File: src/rtl/segbank_pkg.sv
package segbank_pkg;
  localparam int NIB_W  = 4;
  localparam int SEG_W  = 7;
  localparam int NUM_DIG = 4;
  localparam int ADDR_W = $clog2(NUM_DIG);

  typedef logic [SEG_W-1:0] seg_t;

  // control-to-datapath strobes
  typedef struct packed {
    logic               loadBuf;
    logic [NUM_DIG-1:0] digLoad;
  } ctrl_strobe_t;

  localparam seg_t SEG_BLANK = 7'h00;

  // bit order {g,f,e,d,c,b,a}, 1 = lit
  function automatic seg_t decodeHex(input logic [NIB_W-1:0] n);
    seg_t s;
    case (n)
      4'h0: s = 7'h3F;  4'h1: s = 7'h06;  4'h2: s = 7'h5B;  4'h3: s = 7'h4F;
      4'h4: s = 7'h66;  4'h5: s = 7'h6D;  4'h6: s = 7'h7D;  4'h7: s = 7'h07;
      4'h8: s = 7'h7F;  4'h9: s = 7'h6F;  4'hA: s = 7'h77;  4'hB: s = 7'h7C;
      4'hC: s = 7'h39;  4'hD: s = 7'h5E;  4'hE: s = 7'h79;  default: s = 7'h71;
    endcase
    return s;
  endfunction

  function automatic seg_t decodeAlt(input logic [NIB_W-1:0] n);
    seg_t s;
    case (n)
      4'hA: s = 7'h40;      // dash
      4'hB: s = 7'h79;      // E
      4'hC: s = 7'h76;      // H
      4'hD: s = 7'h38;      // L
      4'hE: s = 7'h73;      // P
      4'hF: s = SEG_BLANK;  // blank
      default: s = decodeHex(n);
    endcase
    return s;
  endfunction
endpackage

File: src/rtl/segbank_sync.sv
module segbank_sync #(
  parameter int W = 1,
  parameter int DEPTH = 2,
  parameter logic [W-1:0] RST_VAL = '0
) (
  input  logic         clk,
  input  logic         rstN,
  input  logic [W-1:0] d,
  output logic [W-1:0] q
);
  logic [W-1:0] stages [DEPTH];

  always_ff @(posedge clk or negedge rstN) begin
    if (!rstN) begin
      for (int i = 0; i < DEPTH; i++) stages[i] <= RST_VAL;
    end else begin
      stages[0] <= d;
      for (int i = 1; i < DEPTH; i++) stages[i] <= stages[i-1];
    end
  end

  assign q = stages[DEPTH-1];
endmodule

File: src/rtl/segbank_ctrl.sv
module segbank_ctrl
  import segbank_pkg::*;
#(
  parameter bit STROBED = 1'b0
) (
  input  logic                clk,
  input  logic                rstN,
  input  logic [1:0]          selS,
  input  logic [ADDR_W-1:0]   addrS,
  input  logic [NUM_DIG-1:0]  stbS,
  output ctrl_strobe_t        strobes
);
  logic              bothLow;
  logic              prevBothLow;
  logic              wrPulse;
  logic [ADDR_W-1:0] bufAddr;
  logic [ADDR_W-1:0] digIdx;

  assign bothLow = (selS == 2'b00);
  assign wrPulse = prevBothLow && !bothLow;
  // reversed map: highest address names the least significant digit
  assign digIdx  = ADDR_W'(NUM_DIG - 1) - bufAddr;

  always_ff @(posedge clk or negedge rstN) begin
    if (!rstN) begin
      prevBothLow <= 1'b0;
      bufAddr     <= '0;
    end else begin
      prevBothLow <= bothLow;
      if (bothLow) bufAddr <= addrS;
    end
  end

  generate
    if (STROBED) begin : g_strobed
      always_comb begin
        strobes.loadBuf = 1'b0;
        strobes.digLoad = stbS;
      end
    end else begin : g_bus
      always_comb begin
        strobes.loadBuf = bothLow;
        strobes.digLoad = '0;
        if (wrPulse) strobes.digLoad[digIdx] = 1'b1;
      end

      assert_one_write_R8: assert property (@(posedge clk) disable iff (!rstN)
        $onehot0(strobes.digLoad));
      assert_single_pulse_R8: assert property (@(posedge clk) disable iff (!rstN)
        (strobes.digLoad != '0) |=> (strobes.digLoad == '0));
      assert_addr_hold_R4: assert property (@(posedge clk) disable iff (!rstN)
        !strobes.loadBuf |=> $stable(bufAddr));
    end
  endgenerate
endmodule

File: src/rtl/segbank_dp.sv
module segbank_dp
  import segbank_pkg::*;
#(
  parameter bit STROBED  = 1'b0,
  parameter bit ALT_CODE = 1'b0
) (
  input  logic               clk,
  input  logic               rstN,
  input  logic [NIB_W-1:0]   dataS,
  input  ctrl_strobe_t       strobes,
  output seg_t [NUM_DIG-1:0] digits
);
  logic [NIB_W-1:0] bufData;
  logic [NIB_W-1:0] srcData;
  seg_t             decoded;

  always_ff @(posedge clk or negedge rstN) begin
    if (!rstN)                bufData <= '0;
    else if (strobes.loadBuf) bufData <= dataS;
  end

  generate
    if (STROBED) begin : g_src_live
      assign srcData = dataS;
    end else begin : g_src_buf
      assign srcData = bufData;
    end
    if (ALT_CODE) begin : g_alt
      assign decoded = decodeAlt(srcData);
    end else begin : g_hex
      assign decoded = decodeHex(srcData);
    end
  endgenerate

  generate
    for (genvar i = 0; i < NUM_DIG; i++) begin : g_dig
      always_ff @(posedge clk or negedge rstN) begin
        if (!rstN)                   digits[i] <= SEG_BLANK;
        else if (strobes.digLoad[i]) digits[i] <= decoded;
      end

      assert_idle_hold_R7: assert property (@(posedge clk) disable iff (!rstN)
        !strobes.digLoad[i] |=> $stable(digits[i]));
    end
  endgenerate

  assert_buf_hold_R4: assert property (@(posedge clk) disable iff (!rstN)
    !strobes.loadBuf |=> $stable(bufData));
endmodule

File: src/rtl/segbank_top.sv
module segbank_top
  import segbank_pkg::*;
#(
  parameter bit ALT_CODE   = 1'b0,
  parameter bit STROBED    = 1'b0,
  parameter int SYNC_DEPTH = 2
) (
  input  logic              clk,
  input  logic              rstN,
  input  logic [NIB_W-1:0]  dataIn,
  input  logic [ADDR_W-1:0] digAddr,
  input  logic [1:0]        selN,
  input  logic [NUM_DIG-1:0] digStb,
  output logic [SEG_W-1:0]  segDig0,
  output logic [SEG_W-1:0]  segDig1,
  output logic [SEG_W-1:0]  segDig2,
  output logic [SEG_W-1:0]  segDig3
);
  localparam int IN_W = NIB_W + ADDR_W + 2 + NUM_DIG;
  localparam logic [IN_W-1:0] IN_RST = {{(NIB_W+ADDR_W){1'b0}}, 2'b11, {NUM_DIG{1'b0}}};

  logic [IN_W-1:0]    rawIn, syncIn;
  logic [NIB_W-1:0]   dataS;
  logic [ADDR_W-1:0]  addrS;
  logic [1:0]         selS;
  logic [NUM_DIG-1:0] stbS;
  ctrl_strobe_t       strobes;
  seg_t [NUM_DIG-1:0] digits;

  assign rawIn = {dataIn, digAddr, selN, digStb};
  assign {dataS, addrS, selS, stbS} = syncIn;

  segbank_sync #(.W(IN_W), .DEPTH(SYNC_DEPTH), .RST_VAL(IN_RST)) sync_i (
    .clk(clk), .rstN(rstN), .d(rawIn), .q(syncIn));

  segbank_ctrl #(.STROBED(STROBED)) ctrl_i (
    .clk(clk), .rstN(rstN), .selS(selS), .addrS(addrS), .stbS(stbS),
    .strobes(strobes));

  segbank_dp #(.STROBED(STROBED), .ALT_CODE(ALT_CODE)) dp_i (
    .clk(clk), .rstN(rstN), .dataS(dataS), .strobes(strobes), .digits(digits));

  assign segDig0 = digits[0];
  assign segDig1 = digits[1];
  assign segDig2 = digits[2];
  assign segDig3 = digits[3];
endmodule

File: config.mk
export PLATFORM = sky130hd
export DESIGN_NAME = segbank_top
export DESIGN_NICKNAME = d
export VERILOG_FILES = /design/src/rtl/segbank_pkg.sv /design/src/rtl/segbank_sync.sv /design/src/rtl/segbank_ctrl.sv /design/src/rtl/segbank_dp.sv /design/src/rtl/segbank_top.sv
export SDC_FILE = /design/constraint.sdc
export NUM_CORES = 1
export LEC_CHECK = 0
export ABC_AREA = 1
export BUFFER_PORTS_ARGS = -buffer_cell sky130_fd_sc_hd__buf_2
export CORE_MARGIN = 2
export CORE_UTILIZATION = 40
export DETAILED_ROUTE_END_ITERATION = 10
export REMOVE_ABC_BUFFERS = 1
export SLEW_MARGIN = 40
export SYNTH_ARGS = -nofsm -noshare
export SYNTH_HDL_FRONTEND = slang
export SYNTH_SLANG_ARGS = --single-unit
File: constraint.sdc
create_clock -name clk -period 1.5 [get_ports clk]
set_input_delay 0.15 -clock clk [delete_from_list [all_inputs] [get_ports clk]]
set_output_delay 0.15 -clock clk [all_outputs]
set_load 0.02 [all_outputs]
== After elaboration in Yosys (flattened, before gate mapping) ==
Memory sizes are Yosys's and may differ from the RTL's.
Index checks and enable logic that the tools add are counted.
W data, S select, Z words.
Word-level totals
  output and inout bits: 28
  logic and storage cells: 20
  ROM bits: 112
  register bits: 59
  memories kept: 1
Memory list
  (name not given): words 16, bits a word 7, read ports 1, clocked after memory_dff 0, wr ports 0, RTL line segbank_pkg.sv:20  | case (n)
Operators by class
  mux-type cells: 3
  add/sub/neg operators: 1
  $lt $le $gt $ge: 2
  reductions and logical operators: 4
Operator list (count)
  $mux W4: 1
  $lt A2 B3 Y1 const B: 1
  $demux W1 S2: 1
  $ge A2 B1 Y1 const B: 1
  $logic_and A1 B1 Y1: 2
  $logic_not A2 Y1: 1
  $sub A2 B2 Y2 const A: 1
  $logic_not A1 Y1: 1
  $mux W1: 1

== Depth between registers and ports, before layout ==
Gate-level depths: netlist of run 1.
  depth in word-level cells: 6
  mapped depth: 8
  gate-level depth less buffers: 8

== Modules after synthesis ==
A second synthesis of run 1 with hierarchy kept.
Unflattened totals
  cells, all modules: 234
  area total of the unflattened synthesis: 2374.8 µm²
By module, submodules not included
  segbank_dp: seq. area each 800.8 µm², instances 1, cells an instance 178, area each 1530.2 µm²
  segbank_sync: seq. area each 605.6 µm², instances 1, cells an instance 36, area each 695.7 µm²
  segbank_ctrl: seq. area each 75.1 µm², instances 1, cells an instance 20, area each 148.9 µm²

== Worst setup path before layout of run 1 ==
No wires, ideal clock.
  kind: register -> register
  start point: register dp_i.bufData[1]
  end point: register dp_i.digits[10] in the netlist's numbering
  setup slack: 0.297 ns
  buffers on the path: 0
  arrival: 1.086 ns
  data required time: 1.382 ns
  stages on the path, launching flop included: 7
  path through: dfrtp_1 inv_1 ha_1 nand2_1 nand3_1 nand3_1 nand2_1
Between the ends
  cells in the longest elaborated chain, start to end: 1
RTL lines
  from (decl): RTL line segbank_dp.sv:13  | logic [NIB_W-1:0] bufData;
  from (signal assigned): RTL line segbank_dp.sv:19  | else if (strobes.loadBuf) bufData <= dataS;
  $mem_v2 Z16 W7
  to (signal, indexed assignment): RTL line segbank_dp.sv:39  | else if (strobes.digLoad[i]) digits[i] <= decoded;
  to (decl): RTL line segbank_dp.sv:11  | output seg_t [NUM_DIG-1:0] digits
No other way between the ends.
A chain may end at the register's enable or synchronous reset.

== Worst setup path after layout of run 1 ==
  start point: register sync_i.stages (netlist bit sync_i.q[5])
  end point: register dp_i.digits[20] in the netlist's numbering
Between the ends
  cells in the longest elaborated chain, start to end: 4
RTL lines
  from (decl): RTL line segbank_sync.sv:11  | logic [W-1:0] stages [DEPTH];
  $logic_not A2 Y1: RTL line segbank_ctrl.sv:19  | assign bothLow = (selS == 2'b00);
  $logic_not A1 Y1: RTL line segbank_ctrl.sv:20  | assign wrPulse = prevBothLow && !bothLow;
  $logic_and A1 B1 Y1: RTL line segbank_ctrl.sv:20
  $mux W4: RTL line segbank_ctrl.sv:44  | if (wrPulse) strobes.digLoad[digIdx] = 1'b1;
No other way between the ends.

==> results of run 1 <==
[registers in the layout (all words and copies together), names as in the netlist]
register,count
sync_i.stages,8
ctrl_i.prevBothLow,1
dp_i.digits,28
ctrl_i.bufAddr,2
dp_i.bufData,4
sync_i.q,8
[area by class of cell]
cell class | instances | area (sq um) | share of cell area
inverter | 13 | 48.8 | 0.0196
tap | 67 | 83.8 | 0.0337
multi-input combinational | 148 | 677 | 0.272
timing repair buffer | 47 | 295 | 0.119
clock inverter | 1 | 30.0 | 0.0121
sequential | 51 | 1280 | 0.515
clock buffer | 6 | 72.6 | 0.0292
[per-layer routing]
| layer | vias to the layer above | global-route usage |
|---|---|---|
| met5 | - | 0 |
| met2 | 38 | 0.237 |
| met3 | 5 | 0.0428 |
| met4 | 0 | 0.0496 |
| li1 | 770 | - |
| met1 | 707 | 0.188 |
[repair_timing]
action | in CTS | in global routing
setup endpoints to repair | 0 | 13
setup buffers | 0 | 0
hold buffers | 9 | 0
gates resized for setup | 0 | 3
hold endpoints to repair | 55 | 0
[cells by family after synthesis]
family / synth area share
and+or+nand+nor: 0.268
DFF: 0.634
buffers and inverters: 0.0328
AOI/OAI and AO/OA: 0.0223
adders and majority gates: 0.0433
[stage by stage]
step | hold slack [ns] | std cells | setup WS [ns]
after floorplan | -0.146 | 212 | 0.294
after global placement | 0.162 | 317 | 0.126
after detailed placement | 0.160 | 317 | 0.112
after CTS | 0.357 | 333 | 0.0892
after global routing | 0.359 | 333 | -0.0357
final | 0.354 | 333 | 0.113
[path summary, 6_finish.rpt]
| path | end | slack [ns] | cells after the start |
|---|---|---|---|
| worst min register to register | sync_i.q[10] | 0.35 | 0 |
| worst max register to register | dp_i.digits[20] | 0.11 | 5 |
| worst min-delay path | sync_i.q[10] | 0.35 | 0 |
| max in group asynchronous | sync_i.q[4] | 0.86 | 3 |
| min in group asynchronous | dp_i.digits[21] | 0.36 | 3 |
| worst max-delay path | dp_i.digits[20] | 0.11 | 5 |
[synthesized netlist by cell type]
master | instances | area (sq um)
o21ai_1 | 2 | 10.0
nand3_1 | 25 | 125
buf_2 | 2 | 10.0
nor2_1 | 2 | 7.51
dfstp_2 | 4 | 105
dfrtp_1 | 47 | 1180
nor2_2 | 6 | 37.5
nand2_1 | 99 | 372
ha_1 | 7 | 87.6
o21ai_0 | 7 | 35.0
buf_4 | 1 | 7.51
inv_1 | 12 | 45.0
inv_2 | 1 | 3.75
[power groups by stage]
| stage | sequential (mW) | clock [mW] | combinational [mW] |
|---|---|---|---|
| final | 1.92 | 0.913 | 1.25 |
| after global routing | 1.96 | 0.985 | 1.41 |
| after CTS | 1.92 | 0.946 | 1.27 |
| after detailed placement | 1.94 | 0 | 1.25 |
| after global placement | 1.94 | 0 | 1.23 |
| after floorplan | 2.31 | 0 | 0.406 |
==> results.md, run 1 <==
* Worst endpoint data arrival time at 1.58 ns
* Gr ovfl total at 0
* P_int at 2.63 mW
* RePlAce Congestion at 0.788
* Remaining DRCs at 0
* Vias in the first global route at 1,364
* Largest net degree at the start of global routing at 52
* Netlist cell types at 13
* Initial DRC count at 68
* Die Span X at 75.1 microns
* First-pass GRT wire length at 6.11 mm
* Seq/Total Area, Yosys at 0.634
* Comb power frac at 0.307
* Sequential power share at 0.469
* Pleak at 1.30 nW
* Worst Hold Launch: sync_i.stages[22]
* Drt total wl at 3.84 mm
* Final hold vios at 0
* Slowest CP cell: dfstp_2
* Clock Path Buffers at 2
* CTS root buffer: clkbuf_8
* Power density over cell area at 1640 nW/um^2
* CTS HTree Levels at 2
* Core Util, Final at 0.520
* Design area at 2490 sq um
* Most common cell after layout, fill and taps aside: nand2_1
* Worst Clk Skew at 0.00717 ns
* Worst Path Required at 1.69 ns
* Synth-to-layout area growth at 23.1%
* Vias/cell at 4.56
* DR top layer: met4
* Overall power at 4.08 mW
* Fin. max-slew vios at 0
* First-pass detailed-route iteration total at 4
* Commonest non-fill, non-tap cells in the layout: 99 x nand2_1, 47 x dfrtp_1, 37 x buf_2
* Vias at 1,520
* Clock Sinks at 51
* Switch Pwr at 1.45 mW
* CTS buffer count at 5
* RSZ-0062 raised after global routing: yes
* Rows at 25
* WL per Instance at 11.5 microns
* Least-Margin Pin Slew at 0.434 ns
* FMAX at 721 MHz
* Syn Inst Count at 215
* Sw Ratio at 0.356
* Starting density of the core at 0.422
* Metal2 WL at 1.74 mm
* Max FO, Critical Path at 13
* CTS tree: done
* Avg Synthesized Cell Area at 9.40 sq um
* Final ANT Viol Nets at 0
* Tmin final at 1.39 ns
* Metal1 wirelength at 1.84 mm
* DIE HEIGHT at 75.1 microns
* Worst Setup Start Kind: register
* Peak supply drop at 0.000667 V
* Setup TNS at 0 ns
* Layout cell share with drive strength beyond 1 at 0.218
* Setup crit end kind: register
* CP cell instances: nor2_2, nor2_2, nand3_1, nand2_1, nand2_1
* Worst hold path type: reg -> reg
* Initial antenna violation count at 0
* # Max-Cap Violations at 0
* Worst rel slew slack at 0.710
* Fin crit share at 0.924
* Dpl cell area at 2290 sq um
* Filler Cell Count at 459
* Final setup fails at 0
* Fin nets at 287
* Core area at 4790 sq um
* ANT cells at 0
* Worst R2R Start: sync_i.q[5]
* Met3 WL at 221 microns
* Port bufs at 37
* DP Wirelength at 2.63 mm
* CP top delay family: simple AND/OR/NAND/NOR gates
* Worst-skew pair later-pin latency at 0.30 ns
* Synth warn at 0
* IO Pins at 42
* Flops & latches, synth at 51
* Status: finished clean
* Cell Area, Synth at 2020 sq um
* Clock power frac at 0.224
* Clock Pin Slew Worst Setup and Hold Paths at 0.09 ns
* Die ar. at 5640 sq um
* Worst path max stage delay at 0.55 ns
* Total track usage at 0.146
* Critical path class: reg -> reg
* Buf+Inv Stages, Crit Path at 0
* Critical Path Start: sync_i.q[5]
Note: power is estimated with default switching activity, not from simulation.
==> run 2, diff against run 1 <==
--- a/config.mk
+++ b/config.mk
@@ -10,6 +10,7 @@
 export CORE_MARGIN = 2
 export CORE_UTILIZATION = 40
 export DETAILED_ROUTE_END_ITERATION = 10
+export GPL_TIMING_DRIVEN = 0
 export REMOVE_ABC_BUFFERS = 1
 export SLEW_MARGIN = 40
 export SYNTH_ARGS = -nofsm -noshare
==> run 2 against run 1 <==
  * Clock power increased by 6.9%
  * Global-route usage increased by 0.58 points
  * Final area increased by 0.10%
  * Critical endpoint is now dp_i.digits[6]
  * Highest routed layer unchanged
==> results.md, run 2 (synthesized netlist as in run 1, its figures left out) <==
* Status: finished clean
* Worst Setup Start Kind: register
* Clock Path Buffers at 2
* Die Span X at 75.1 microns
* Starting density of the core at 0.422
* Rows at 25
* Worst Clk Skew at 0.00644 ns
* Fin crit share at 0.898
* Die ar. at 5640 sq um
* RSZ-0062 raised after global routing: yes
* Least-Margin Pin Slew at 0.614 ns
* CTS HTree Levels at 2
* Clock Pin Slew Worst Setup and Hold Paths at 0.09 ns
* Commonest non-fill, non-tap cells in the layout: 99 x nand2_1, 47 x dfrtp_1, 36 x buf_2
* Gr ovfl total at 0
* Final setup fails at 0
* Final ANT Viol Nets at 0
* RePlAce Congestion at 0.790
* Clock Sinks at 51
* Max FO, Critical Path at 13
* Worst rel slew slack at 0.591
* Overall power at 4.14 mW
* Largest Register: dp_i.digits
* First-pass GRT wire length at 6.40 mm
* Vias at 1,525
* Fin nets at 286
* FMAX at 743 MHz
* Core Util, Final at 0.521
* Pleak at 1.30 nW
* Synth-to-layout area growth at 23.2%
* Core area at 4790 sq um
* Setup TNS at 0 ns
* Setup Fix Bufs, Post-CTS at 0
* Worst hold path type: reg -> reg
* CTS tree: done
* Setup crit end kind: register
* Most common cell after layout, fill and taps aside: nand2_1
* First-pass detailed-route iteration total at 4
* Final hold vios at 0
* Tmin final at 1.35 ns
* Max reg flops at 28
* Initial antenna violation count at 0
* Vias in the first global route at 1,445
* Power density over cell area at 1660 nW/um^2
* DIE HEIGHT at 75.1 microns
* CTS buffer count at 5
* Fin. max-slew vios at 0
* ANT cells at 0
* IO Pins at 42
* Worst-skew pair later-pin latency at 0.30 ns
* Total track usage at 0.152
* Critical path class: reg -> reg
* Worst endpoint data arrival time at 1.54 ns
* Port bufs at 37
* CTS root buffer: clkbuf_8
* Worst Path Required at 1.69 ns
* Initial DRC count at 55
* Peak supply drop at 0.000670 V
* WL per Instance at 11.6 microns
* Largest net degree at the start of global routing at 52
* Layout cell share with drive strength beyond 1 at 0.222
* # Max-Cap Violations at 0
* DP Wirelength at 2.67 mm
* Drt total wl at 3.86 mm
* Vias/cell at 4.58
* Remaining DRCs at 0
==> run 2: cell count changes in the layout (fill, tap and decap cells not counted) <==
cell,change
clkbuf_1,-1
buf_12,-1
nor2_4,+1
buf_2,-1
buf_4,+1
clkinv_2,+1
clkbuf_8,+1
nor2_2,-1
==> run 2: area by class of cell <==
type | count | area [sq um]
inverters | 13 | 48.8
fillers | 464 | 2290
multi-input cells | 148 | 682
well taps | 67 | 83.8
flip-flops and latches | 51 | 1280
repair buffers | 46 | 278
clock buffers | 6 | 82.6
clock inverters | 2 | 35.0
==> run 2: power by group <==
part           leakage, nW  switching (mW)  internal [mW]  total [mW]
clock network       0.0612           0.436          0.540       0.976
registers            0.615           0.194           1.72        1.91
logic                0.629           0.833          0.417        1.25
total                 1.30            1.46           2.68        4.14
==> run 2: final timing paths <==
kind,from,end,slack (ns),cells after the start
setup / recovery,sync_i.q[5],dp_i.digits[6],0.15,5
hold / removal,sync_i.stages[20],sync_i.q[8],0.36,0
setup reg to reg,sync_i.q[5],dp_i.digits[6],0.15,5
hold reg to reg,sync_i.stages[20],sync_i.q[8],0.36,0
max in group asynchronous,rstN,dp_i.bufData[3],0.68,2
min in group asynchronous,rstN,dp_i.digits[21],0.40,2
==> run 2: layer usage <==
layer	vias up	track usage	share of wire
met1	702	0.187	0.45
met4	0	0.0556	0.019
li1	770	-	-
met5	-	0	0
met3	8	0.0469	0.067
met2	45	0.252	0.46
==> run 2: critical path, cell delays in order (launching register included) <==
cell	delay, ns
dfstp_2	0.57
nor2_4	0.08
nor2_2	0.14
nand3_1	0.26
nand2_1	0.13
nand2_1	0.06
==> run 2: stage by stage <==
stage / worst slack, ns / std cells / hold slack (ns) / area (sq um)
final: 0.153 / 333 / 0.355 / 2490
after global routing: -0.0270 / 333 / 0.366 / 2490
after CTS: 0.0700 / 333 / 0.359 / 2480
after detailed placement: 0.0975 / 316 / 0.214 / 2280
after global placement: 0.124 / 316 / 0.255 / 2270
after floorplan: 0.294 / 212 / -0.146 / 2000
==> run 2: timing repair <==
| action | 4_1_cts | 5_1_grt |
|---|---|---|
| endpoints found under the setup margin | 0 | 20 |
| hold endpoints to repair | 55 | 0 |
| hold buffers | 9 | 0 |
| resized for setup | 0 | 4 |
